## src/rtl/rirq_pkg.sv

```systemverilog
package rirq_pkg;
  localparam int WORD_W    = 16;
  localparam int NUM_SRC   = 10;
  localparam int NUM_EVT   = 11;
  localparam int NUM_LINES = 3;
  localparam int ADDR_W    = 3;

  // event input indices
  localparam int EV_TXD   = 0;
  localparam int EV_RXD   = 1;
  localparam int EV_PRE   = 2;
  localparam int EV_SYNC  = 3;
  localparam int EV_HOK   = 4;
  localparam int EV_HBAD  = 5;
  localparam int EV_FERR  = 6;
  localparam int EV_CRC   = 7;
  localparam int EV_SCAN  = 8;
  localparam int EV_HIT   = 9;
  localparam int EV_TMO   = 10;

  // status bit positions (software decodes these)
  localparam int SB_TXD  = 0;
  localparam int SB_RXD  = 1;
  localparam int SB_PRE  = 2;
  localparam int SB_SYNC = 3;
  localparam int SB_HOK  = 4;
  localparam int SB_HBAD = 5;
  localparam int SB_ERR  = 6;
  localparam int SB_SCAN = 7;
  localparam int SB_HIT  = 8;
  localparam int SB_TMO  = 9;

  // register addresses
  localparam int A_STATUS = 0;
  localparam int A_ENABLE = 1;
  localparam int A_LINE0  = 2;
endpackage

```

## src/rtl/rirq_src_map.sv

```systemverilog
module rirq_src_map
  import rirq_pkg::*;
#(
  parameter int W  = WORD_W,
  parameter int NE = NUM_EVT
) (
  input  logic [NE-1:0] evt_i,
  input  logic          lora_i,
  output logic [W-1:0]  set_o
);
  always_comb begin
    set_o          = '0;
    set_o[SB_TXD]  = evt_i[EV_TXD];
    set_o[SB_RXD]  = evt_i[EV_RXD];
    set_o[SB_PRE]  = evt_i[EV_PRE];
    set_o[SB_TMO]  = evt_i[EV_TMO];
    // FSK-only source
    set_o[SB_SYNC] = evt_i[EV_SYNC] & ~lora_i;
    // LoRa-only sources
    set_o[SB_HOK]  = evt_i[EV_HOK]  & lora_i;
    set_o[SB_HBAD] = evt_i[EV_HBAD] & lora_i;
    set_o[SB_SCAN] = evt_i[EV_SCAN] & lora_i;
    set_o[SB_HIT]  = evt_i[EV_HIT]  & lora_i;
    // shared error position
    set_o[SB_ERR]  = lora_i ? evt_i[EV_CRC] : evt_i[EV_FERR];
  end
endmodule

```

## src/rtl/rirq_status.sv

```systemverilog
module rirq_status #(
  parameter int W  = 16,
  parameter int NS = 10
) (
  input  logic         clk,
  input  logic         rst_n,
  input  logic [W-1:0] set_i,
  input  logic [W-1:0] clr_i,
  output logic [W-1:0] status_o
);
  localparam logic [W-1:0] VALID = {{(W-NS){1'b0}}, {NS{1'b1}}};

  logic [W-1:0] status_q;

  always_ff @(posedge clk or negedge rst_n) begin
    if (!rst_n) status_q <= '0;
    else        status_q <= ((status_q & ~clr_i) | set_i) & VALID;
  end

  assign status_o = status_q;

  // uncleared pending bits survive the edge
  p_sticky_r5: assert property (@(posedge clk) disable iff (!rst_n)
    1'b1 |=> ((status_q & $past(status_q & ~clr_i)) == $past(status_q & ~clr_i)));

  // a fresh event beats a clear of the same bit
  p_set_wins_r5: assert property (@(posedge clk) disable iff (!rst_n)
    1'b1 |=> ((status_q & $past(set_i & VALID)) == $past(set_i & VALID)));

  // reserved bits never hold a one
  p_rsvd_status_r6: assert property (@(posedge clk) disable iff (!rst_n)
    (status_q & ~VALID) == '0);
endmodule

```

## src/rtl/rirq_cfg.sv

```systemverilog
module rirq_cfg #(
  parameter int W  = 16,
  parameter int NS = 10,
  parameter int NL = 3,
  parameter int AW = 3,
  parameter int A_EN = 1,
  parameter int A_L0 = 2
) (
  input  logic          clk,
  input  logic          rst_n,
  input  logic          wr_en_i,
  input  logic [AW-1:0] addr_i,
  input  logic [W-1:0]  wr_data_i,
  output logic [W-1:0]  enable_o,
  output logic [W-1:0]  mask_o [NL]
);
  localparam logic [W-1:0] VALID = {{(W-NS){1'b0}}, {NS{1'b1}}};

  always_ff @(posedge clk or negedge rst_n) begin
    if (!rst_n)                                     enable_o <= '0;
    else if (wr_en_i && addr_i == AW'(A_EN))        enable_o <= wr_data_i & VALID;
  end

  for (genvar k = 0; k < NL; k++) begin : g_mask
    always_ff @(posedge clk or negedge rst_n) begin
      if (!rst_n)                                   mask_o[k] <= '0;
      else if (wr_en_i && addr_i == AW'(A_L0 + k))  mask_o[k] <= wr_data_i & VALID;
    end

    // reserved mask bits stay clear
    p_rsvd_mask_r6: assert property (@(posedge clk) disable iff (!rst_n)
      (mask_o[k] & ~VALID) == '0);
  end

  // reserved enable bits stay clear
  p_rsvd_en_r6: assert property (@(posedge clk) disable iff (!rst_n)
    (enable_o & ~VALID) == '0);
endmodule

```

## src/rtl/rirq_line_route.sv

```systemverilog
module rirq_line_route #(
  parameter int W  = 16,
  parameter int NL = 3
) (
  input  logic         clk,
  input  logic         rst_n,
  input  logic [W-1:0] status_i,
  input  logic [W-1:0] enable_i,
  input  logic [W-1:0] mask_i [NL],
  output logic [NL-1:0] irq_o
);
  logic [W-1:0] armed;
  assign armed = status_i & enable_i;

  for (genvar k = 0; k < NL; k++) begin : g_line
    assign irq_o[k] = |(armed & mask_i[k]);

    // a high line needs a pending, enabled source
    p_line_cause_r7: assert property (@(posedge clk) disable iff (!rst_n)
      irq_o[k] |-> (status_i & enable_i) != '0);

    // an empty mask keeps its line low
    p_empty_mask_r7: assert property (@(posedge clk) disable iff (!rst_n)
      (mask_i[k] == '0) |-> !irq_o[k]);
  end
endmodule

```

## src/rtl/radio_irq_router.sv

```systemverilog
module radio_irq_router
  import rirq_pkg::*;
#(
  parameter int W  = WORD_W,
  parameter int NS = NUM_SRC,
  parameter int NE = NUM_EVT,
  parameter int NL = NUM_LINES,
  parameter int AW = ADDR_W
) (
  input  logic          clk,
  input  logic          rst_n,
  input  logic [NE-1:0] evt_i,
  input  logic          lora_mode_i,
  input  logic          wr_en_i,
  input  logic [AW-1:0] addr_i,
  input  logic [W-1:0]  wr_data_i,
  output logic [W-1:0]  rd_data_o,
  output logic [NL-1:0] irq_o
);
  localparam logic [W-1:0] LORA_ONLY =
    W'((1 << SB_HOK) | (1 << SB_HBAD) | (1 << SB_SCAN) | (1 << SB_HIT));
  localparam logic [W-1:0] FSK_ONLY = W'(1 << SB_SYNC);

  logic [W-1:0] set_vec, clr_vec, status, enable;
  logic [W-1:0] mask [NL];
  logic         cfg_wr;

  assign clr_vec = (wr_en_i && addr_i == AW'(A_STATUS)) ? wr_data_i : '0;
  assign cfg_wr  = wr_en_i && addr_i != AW'(A_STATUS);

  rirq_src_map #(.W(W), .NE(NE)) u_map (
    .evt_i (evt_i),
    .lora_i(lora_mode_i),
    .set_o (set_vec)
  );

  rirq_status #(.W(W), .NS(NS)) u_status (
    .clk     (clk),
    .rst_n   (rst_n),
    .set_i   (set_vec),
    .clr_i   (clr_vec),
    .status_o(status)
  );

  rirq_cfg #(.W(W), .NS(NS), .NL(NL), .AW(AW),
             .A_EN(A_ENABLE), .A_L0(A_LINE0)) u_cfg (
    .clk      (clk),
    .rst_n    (rst_n),
    .wr_en_i  (wr_en_i),
    .addr_i   (addr_i),
    .wr_data_i(wr_data_i),
    .enable_o (enable),
    .mask_o   (mask)
  );

  rirq_line_route #(.W(W), .NL(NL)) u_route (
    .clk     (clk),
    .rst_n   (rst_n),
    .status_i(status),
    .enable_i(enable),
    .mask_i  (mask),
    .irq_o   (irq_o)
  );

  // read decode
  always_comb begin
    rd_data_o = '0;
    if (addr_i == AW'(A_STATUS))      rd_data_o = status;
    else if (addr_i == AW'(A_ENABLE)) rd_data_o = enable;
    for (int k = 0; k < NL; k++)
      if (addr_i == AW'(A_LINE0 + k)) rd_data_o = mask[k];
  end

  // mode-restricted bits cannot appear from the wrong mode
  p_lora_gate_r4: assert property (@(posedge clk) disable iff (!rst_n)
    (!lora_mode_i && (status & LORA_ONLY) == '0) |=> (status & LORA_ONLY) == '0);
  p_fsk_gate_r4: assert property (@(posedge clk) disable iff (!rst_n)
    (lora_mode_i && (status & FSK_ONLY) == '0) |=> (status & FSK_ONLY) == '0);

  for (genvar k = 0; k < NL; k++) begin : g_chk
    // an enabled, mapped event raises its line one edge later
    p_event_raises_r9: assert property (@(posedge clk) disable iff (!rst_n)
      ((set_vec & enable & mask[k]) != '0 && !cfg_wr) |=> irq_o[k]);
    // enabling a pending mapped source raises the line after the write
    p_late_enable_r8: assert property (@(posedge clk) disable iff (!rst_n)
      (wr_en_i && addr_i == AW'(A_ENABLE) && (status & wr_data_i & mask[k]) != '0)
        |=> irq_o[k]);
  end
endmodule

```

## config.mk

```make
export PLATFORM = sky130hd
export DESIGN_NAME = radio_irq_router
export DESIGN_NICKNAME = d
export VERILOG_FILES = /design/src/rtl/rirq_pkg.sv /design/src/rtl/rirq_src_map.sv /design/src/rtl/rirq_status.sv /design/src/rtl/rirq_cfg.sv /design/src/rtl/rirq_line_route.sv /design/src/rtl/radio_irq_router.sv
export SDC_FILE = /design/constraint.sdc
export NUM_CORES = 1
export LEC_CHECK = 0
export BUFFER_PORTS_ARGS = -buffer_cell sky130_fd_sc_hd__buf_2
export CORE_UTILIZATION = 40
export DETAILED_ROUTE_END_ITERATION = 10
export HOLD_SLACK_MARGIN = 0.05
export PLACE_DENSITY = 0.59
export SYNTH_ARGS = -nofsm -noshare
export SYNTH_HDL_FRONTEND = slang
export SYNTH_HIERARCHICAL = 1
export SYNTH_SLANG_ARGS = --single-unit
```

## constraint.sdc

```tcl
create_clock -name clk -period 2.5 [get_ports clk]
set_input_delay 0.25 -clock clk [delete_from_list [all_inputs] [get_ports clk]]
set_output_delay 0.25 -clock clk [all_outputs]
set_load 0.005 [all_outputs]
```

# After elaboration in Yosys (flattened, before gate mapping)

Cells that the tools add are included.

Eq/ne operators: 4
Muxes and demuxes: 7
Bitwise gates (word level): 13
Reductions and logical operators: 9

Operators with widths:

| cell                                                             | count |
|---|---|
| 16-bit by 10-bit AND with 16-bit output                          | 3 |
| 16-bit 2-to-1 mux                                                | 3 |
| 16-bit OR reduction                                              | 3 |
| 10-bit 2-to-1 mux                                                | 3 |
| 10-bit AND                                                       | 2 |
| 10-bit inverter                                                  | 1 |
| 10-bit OR                                                        | 1 |
| 3-bit by 2-bit == test with 1-bit output (second input constant) | 2 |
| 1-bit AND                                                        | 5 |
| 1-bit logical AND                                                | 5 |
| 3-bit by 1-bit == test with 1-bit output (second input constant) | 1 |
| 3-bit == test (second input constant)                            | 1 |
| 3-bit zero test                                                  | 1 |
| 1-bit 2-to-1 mux                                                 | 1 |
| 1-bit inverter                                                   | 1 |

Bits in registers: 50
Output and inout bits: 19
Word-level logic and storage cells: 38

# Depth between registers and ports, before layout

Depth in word-level cells: 6
Mapped depth: 6
Mapped depth without buffers: 4

# Hierarchy

The synthesis kept the hierarchy.

Modules (own cells, without submodules):

| module           | times used | cells each | area each (um2) |
|---|---|---|---|
| rirq_cfg         | 1          | 113        | 1,833.0 |
| radio_irq_router | 1          | 122        | 914.6 |
| rirq_status      | 1          | 37         | 411.6 |
| rirq_line_route  | 1          | 63         | 337.8 |
| rirq_src_map     | 1          | 17         | 132.6 |

# Worst setup path before layout

No wires, ideal clock.

Kind: input to output
Start: input port addr_i[0]
End: output port rd_data_o[0]
Arrival: 1.141 ns
Data required time: 2.250 ns
Setup slack: 1.109 ns
Stages on the path: 5
Path through: buf_6 -> buf_8 -> mux2_4 -> a222oi_1 -> nand2_1

Cells in the longest elaborated chain, start to end: 6
Elaborated cells on any way between the ends: 10

Ends and longest elaborated chain:

| what                                     | RTL line               | source |
|---|---|---|
| start: declaration                       | radio_irq_router.sv:15 | `input logic [AW-1:0] addr_i,` |
| 3-bit by 1-bit == test with 1-bit output | radio_irq_router.sv:69 | `else if (addr_i == AW'(A_ENABLE)) rd_data_o = enable;` |
| 10-bit 2-to-1 mux                        | radio_irq_router.sv:69 |  |
| 10-bit 2-to-1 mux                        | radio_irq_router.sv:68 | `if (addr_i == AW'(A_STATUS)) rd_data_o = status;` |
| 16-bit 2-to-1 mux (2 in a row)           | radio_irq_router.sv:71 | `if (addr_i == AW'(A_LINE0 + k)) rd_data_o = mask[k];` |
| 16-bit 2-to-1 mux (*)                    | radio_irq_router.sv:71 |  |
| end: declaration                         | radio_irq_router.sv:17 | `output logic [W-1:0] rd_data_o,` |

Mark *: on every way between the ends. The rest lies on a longest branch, timed or not.

# Final worst setup path

Start: register u_status.status_q[3] (netlist: u_status/status_o[3])
End: output port irq_o[0]

Cells in the longest elaborated chain, start to end: 3

Ends and longest elaborated chain:

| what                                    | RTL line               | source |
|---|---|---|
| start: declaration                      | rirq_status.sv:13      | `logic [W-1:0] status_q;` |
| start signal: assignment                | rirq_status.sv:17      | `else status_q <= ((status_q & ~clr_i) \| set_i) & VALID;` |
| 10-bit AND                              | rirq_line_route.sv:13  | `assign armed = status_i & enable_i;` |
| 16-bit by 10-bit AND with 16-bit output | rirq_line_route.sv:16  | `assign irq_o[k] = \|(armed & mask_i[k]);` |
| 16-bit OR reduction                     | rirq_line_route.sv:16  |  |
| end: declaration                        | radio_irq_router.sv:18 | `output logic [NL-1:0] irq_o` |

No other way between the ends.

==> flow_summary_export.csv <==
group,metric,value,unit
pwr,pwr-share-comb,0.275,
synth,synthCells,339,
placed_design,port_buffers,43,
floorplan,die_w,96.1,um
clock_tree,ctsRootBufferMaster,"clkbuf_8",
drt,vias,2580,
setup_path,r2r-end,"u_cfg/enable_o[8]",
sta,finalHoldViolCount,0,
clock_tree,cts.sinks,50,
drt,viasPerCell,5.31,
sta,min_period,2030,ps
layout,layout-drive-gt1-share,0.315,
job,cap_violations,0,
synth,syn_area,0.00354,mm^2
layout,diodes,0,
sta,setup_tns,0,ps
floorplan,rows,33,
setup_path,rr_startpoint,"u_cfg/enable_o[8]",
clock_tree,cts_buffers,5,
placed_design,place.gp.congestion,0.791,
pwr,p_per_area,609,mW/mm^2
drt,drt-wirelength-per-cell,17.1,um
setup_path,critPathMaxFanout,5,
drt,drc,0,
synth,synth_area_per_cell,10.5,um^2
clock_tree,cts_setup_buffers,0,
pwr,total_power,0.00233,W
sta,setup_viol,0,
worst_hold_path,hp-class,"input pin to flip-flop",
sta,fmax,492,MHz
global_route,grt_max_degree,34,
setup_path,crit_required,2250,ps
clock_tree,post_cts_resized,0,
pwr,internal_power,0.00163,W
pwr,peakVddDrop,348,uV
sta,slew_violations,0,
sta,tightest_slew,904,ps
global_route,overflow,0,
placed_design,placed_cells,477,
setup_path,r2r_slack,1670,ps
setup_path,worstRegToRegCells,1,
clock_tree,clkLatencyLatePin,310,ps
clock_tree,htree_num_levels,2,
clock_tree,clockBufferDepth,2,
clock_tree,cts_tree,"built",
drt,firstDrtPassIters,5,
pwr,p_sw_frac,0.302,
drt,routed_wl,8290,um
synth,ys_warn_count,6,
setup_path,criticalPathCategory,"flip-flop to primary output",
setup_path,cp-endpoint,"irq_o[0]",
global_route,grt_pass1_wl,13200,um
setup_path,critPathLaunch,"u_status/status_o[3]",
floorplan,die_h,96.1,um
floorplan,die-area,0.00924,mm^2
pwr,p_seq_frac,0.474,
global_route,grt_pass1_vias,2494,
sta,period_share,0.813,
floorplan,core,0.00838,mm^2
clock_tree,clk_pin_slew,100,ps
sta,skew,0,ps
floorplan,ios,53,
floorplan,initial_core_util,0.423,
drt,dr.first_iter.drc_count,132,
layout,area_growth,7.94,%
drt,ant_nets,0,
setup_path,crit_path_end_kind,"primary output",
pwr,clockPowerShare,0.251,
clock_tree,holdBufCountCts,1,
sta,rsz0062_at_grt,"no",
setup_path,worstPathArrival,1780,ps
pwr,p_leak,1.72,nW
setup_path,startpoint_type,"flip-flop",
sta,slew_headroom,0.397,
layout,finalNonFillerCells,486,
global_route,track_usage,0.192,
pwr,netSwitchingPower,0.000703,W
global_route,antenna_found_initial,0,
placed_design,dp_hpwl,6070,um
layout,fin_nets,414,
layout,finalCoreUtilization,0.456,
run_status,outcome,"completed",
power groups by stage:
stage                     logic, W  registers, W  clock network, W
after floorplan           0.000507       0.00107                 0
after global placement    0.000621       0.00112                 0
after detailed placement  0.000634       0.00112                 0
after CTS                 0.000637       0.00110          0.000595
after global routing      0.000704       0.00113          0.000633
final                     0.000640       0.00110          0.000586
cells in the final DEF (no fill, tap or decap), types with 4 or more instances in the layout:
cell type  instances
clkbuf_8           5
nand4_1           12
buf_4             13
inv_1             10
o21ai_0           16
a222oi_1           7
nand2_1           16
nand3_1           48
nor2b_1            8
mux2i_1           16
nand3b_1           8
mux2_2            13
buf_2             43
and2_1            10
o21a_1             8
conb_1            30
a21o_1            10
and2_2             4
mux2_4            37
dfrtp_1           50
worst min path at each step:
stage | from | endpoint | slack (ps) | cells past startpoint
global placement | rst_n | u_status/status_o[5] | 340 | 1
finish | evt_i[0] | u_status/status_o[0] | 110 | 2
detailed placement | rst_n | u_cfg/mask_o[37] | 350 | 1
CTS | evt_i[0] | u_status/status_o[0] | 100 | 2
floorplan | rst_n | u_cfg/enable_o[0] | -50 | 0
global route | evt_i[0] | u_status/status_o[0] | 100 | 2
cell type report:
type / count / area [um^2]
multi-input combinational: 256 / 1970
fill: 812 / 4560
inverter: 10 / 37.5
timing repair buffer: 57 / 323
clock inverter: 2 / 37.5
sequential: 50 / 1250
tap: 105 / 131
clock buffer: 6 / 72.6
state kept, by name, summed over array words and instances, names as in the netlist:
register / cells
u_status/status_o: 10
u_cfg/mask_o: 30
u_cfg/enable_o: 10
per-stage QoR:
step / instance area, um^2 / hold slack, ps / worst slack, ps
6_report: 3820 / 105 / 468
5_1_grt: 3820 / 98.7 / 359
4_1_cts: 3820 / 101 / 486
3_5_place_dp: 3700 / 346 / 472
3_3_place_gp: 3700 / 337 / 472
2_1_floorplan: 3650 / -45.6 / 1110
routing by layer:
| layer | wire length, um | share of wire | global-route usage |
|---|---|---|---|
| met5 | 0 | 0 | 0 |
| met4 | 106 | 0.013 | 0.0535 |
| met3 | 410 | 0.049 | 0.0269 |
| met2 | 3790 | 0.46 | 0.301 |
| met1 | 3980 | 0.48 | 0.275 |
critical path, cell delays in order (launching register included):
cell,delay [ps]
dfrtp_1,430
nand3_1,100
nand4_1,160
or4_1,620
buf_2,160
(Power assumes the default switching activity.)
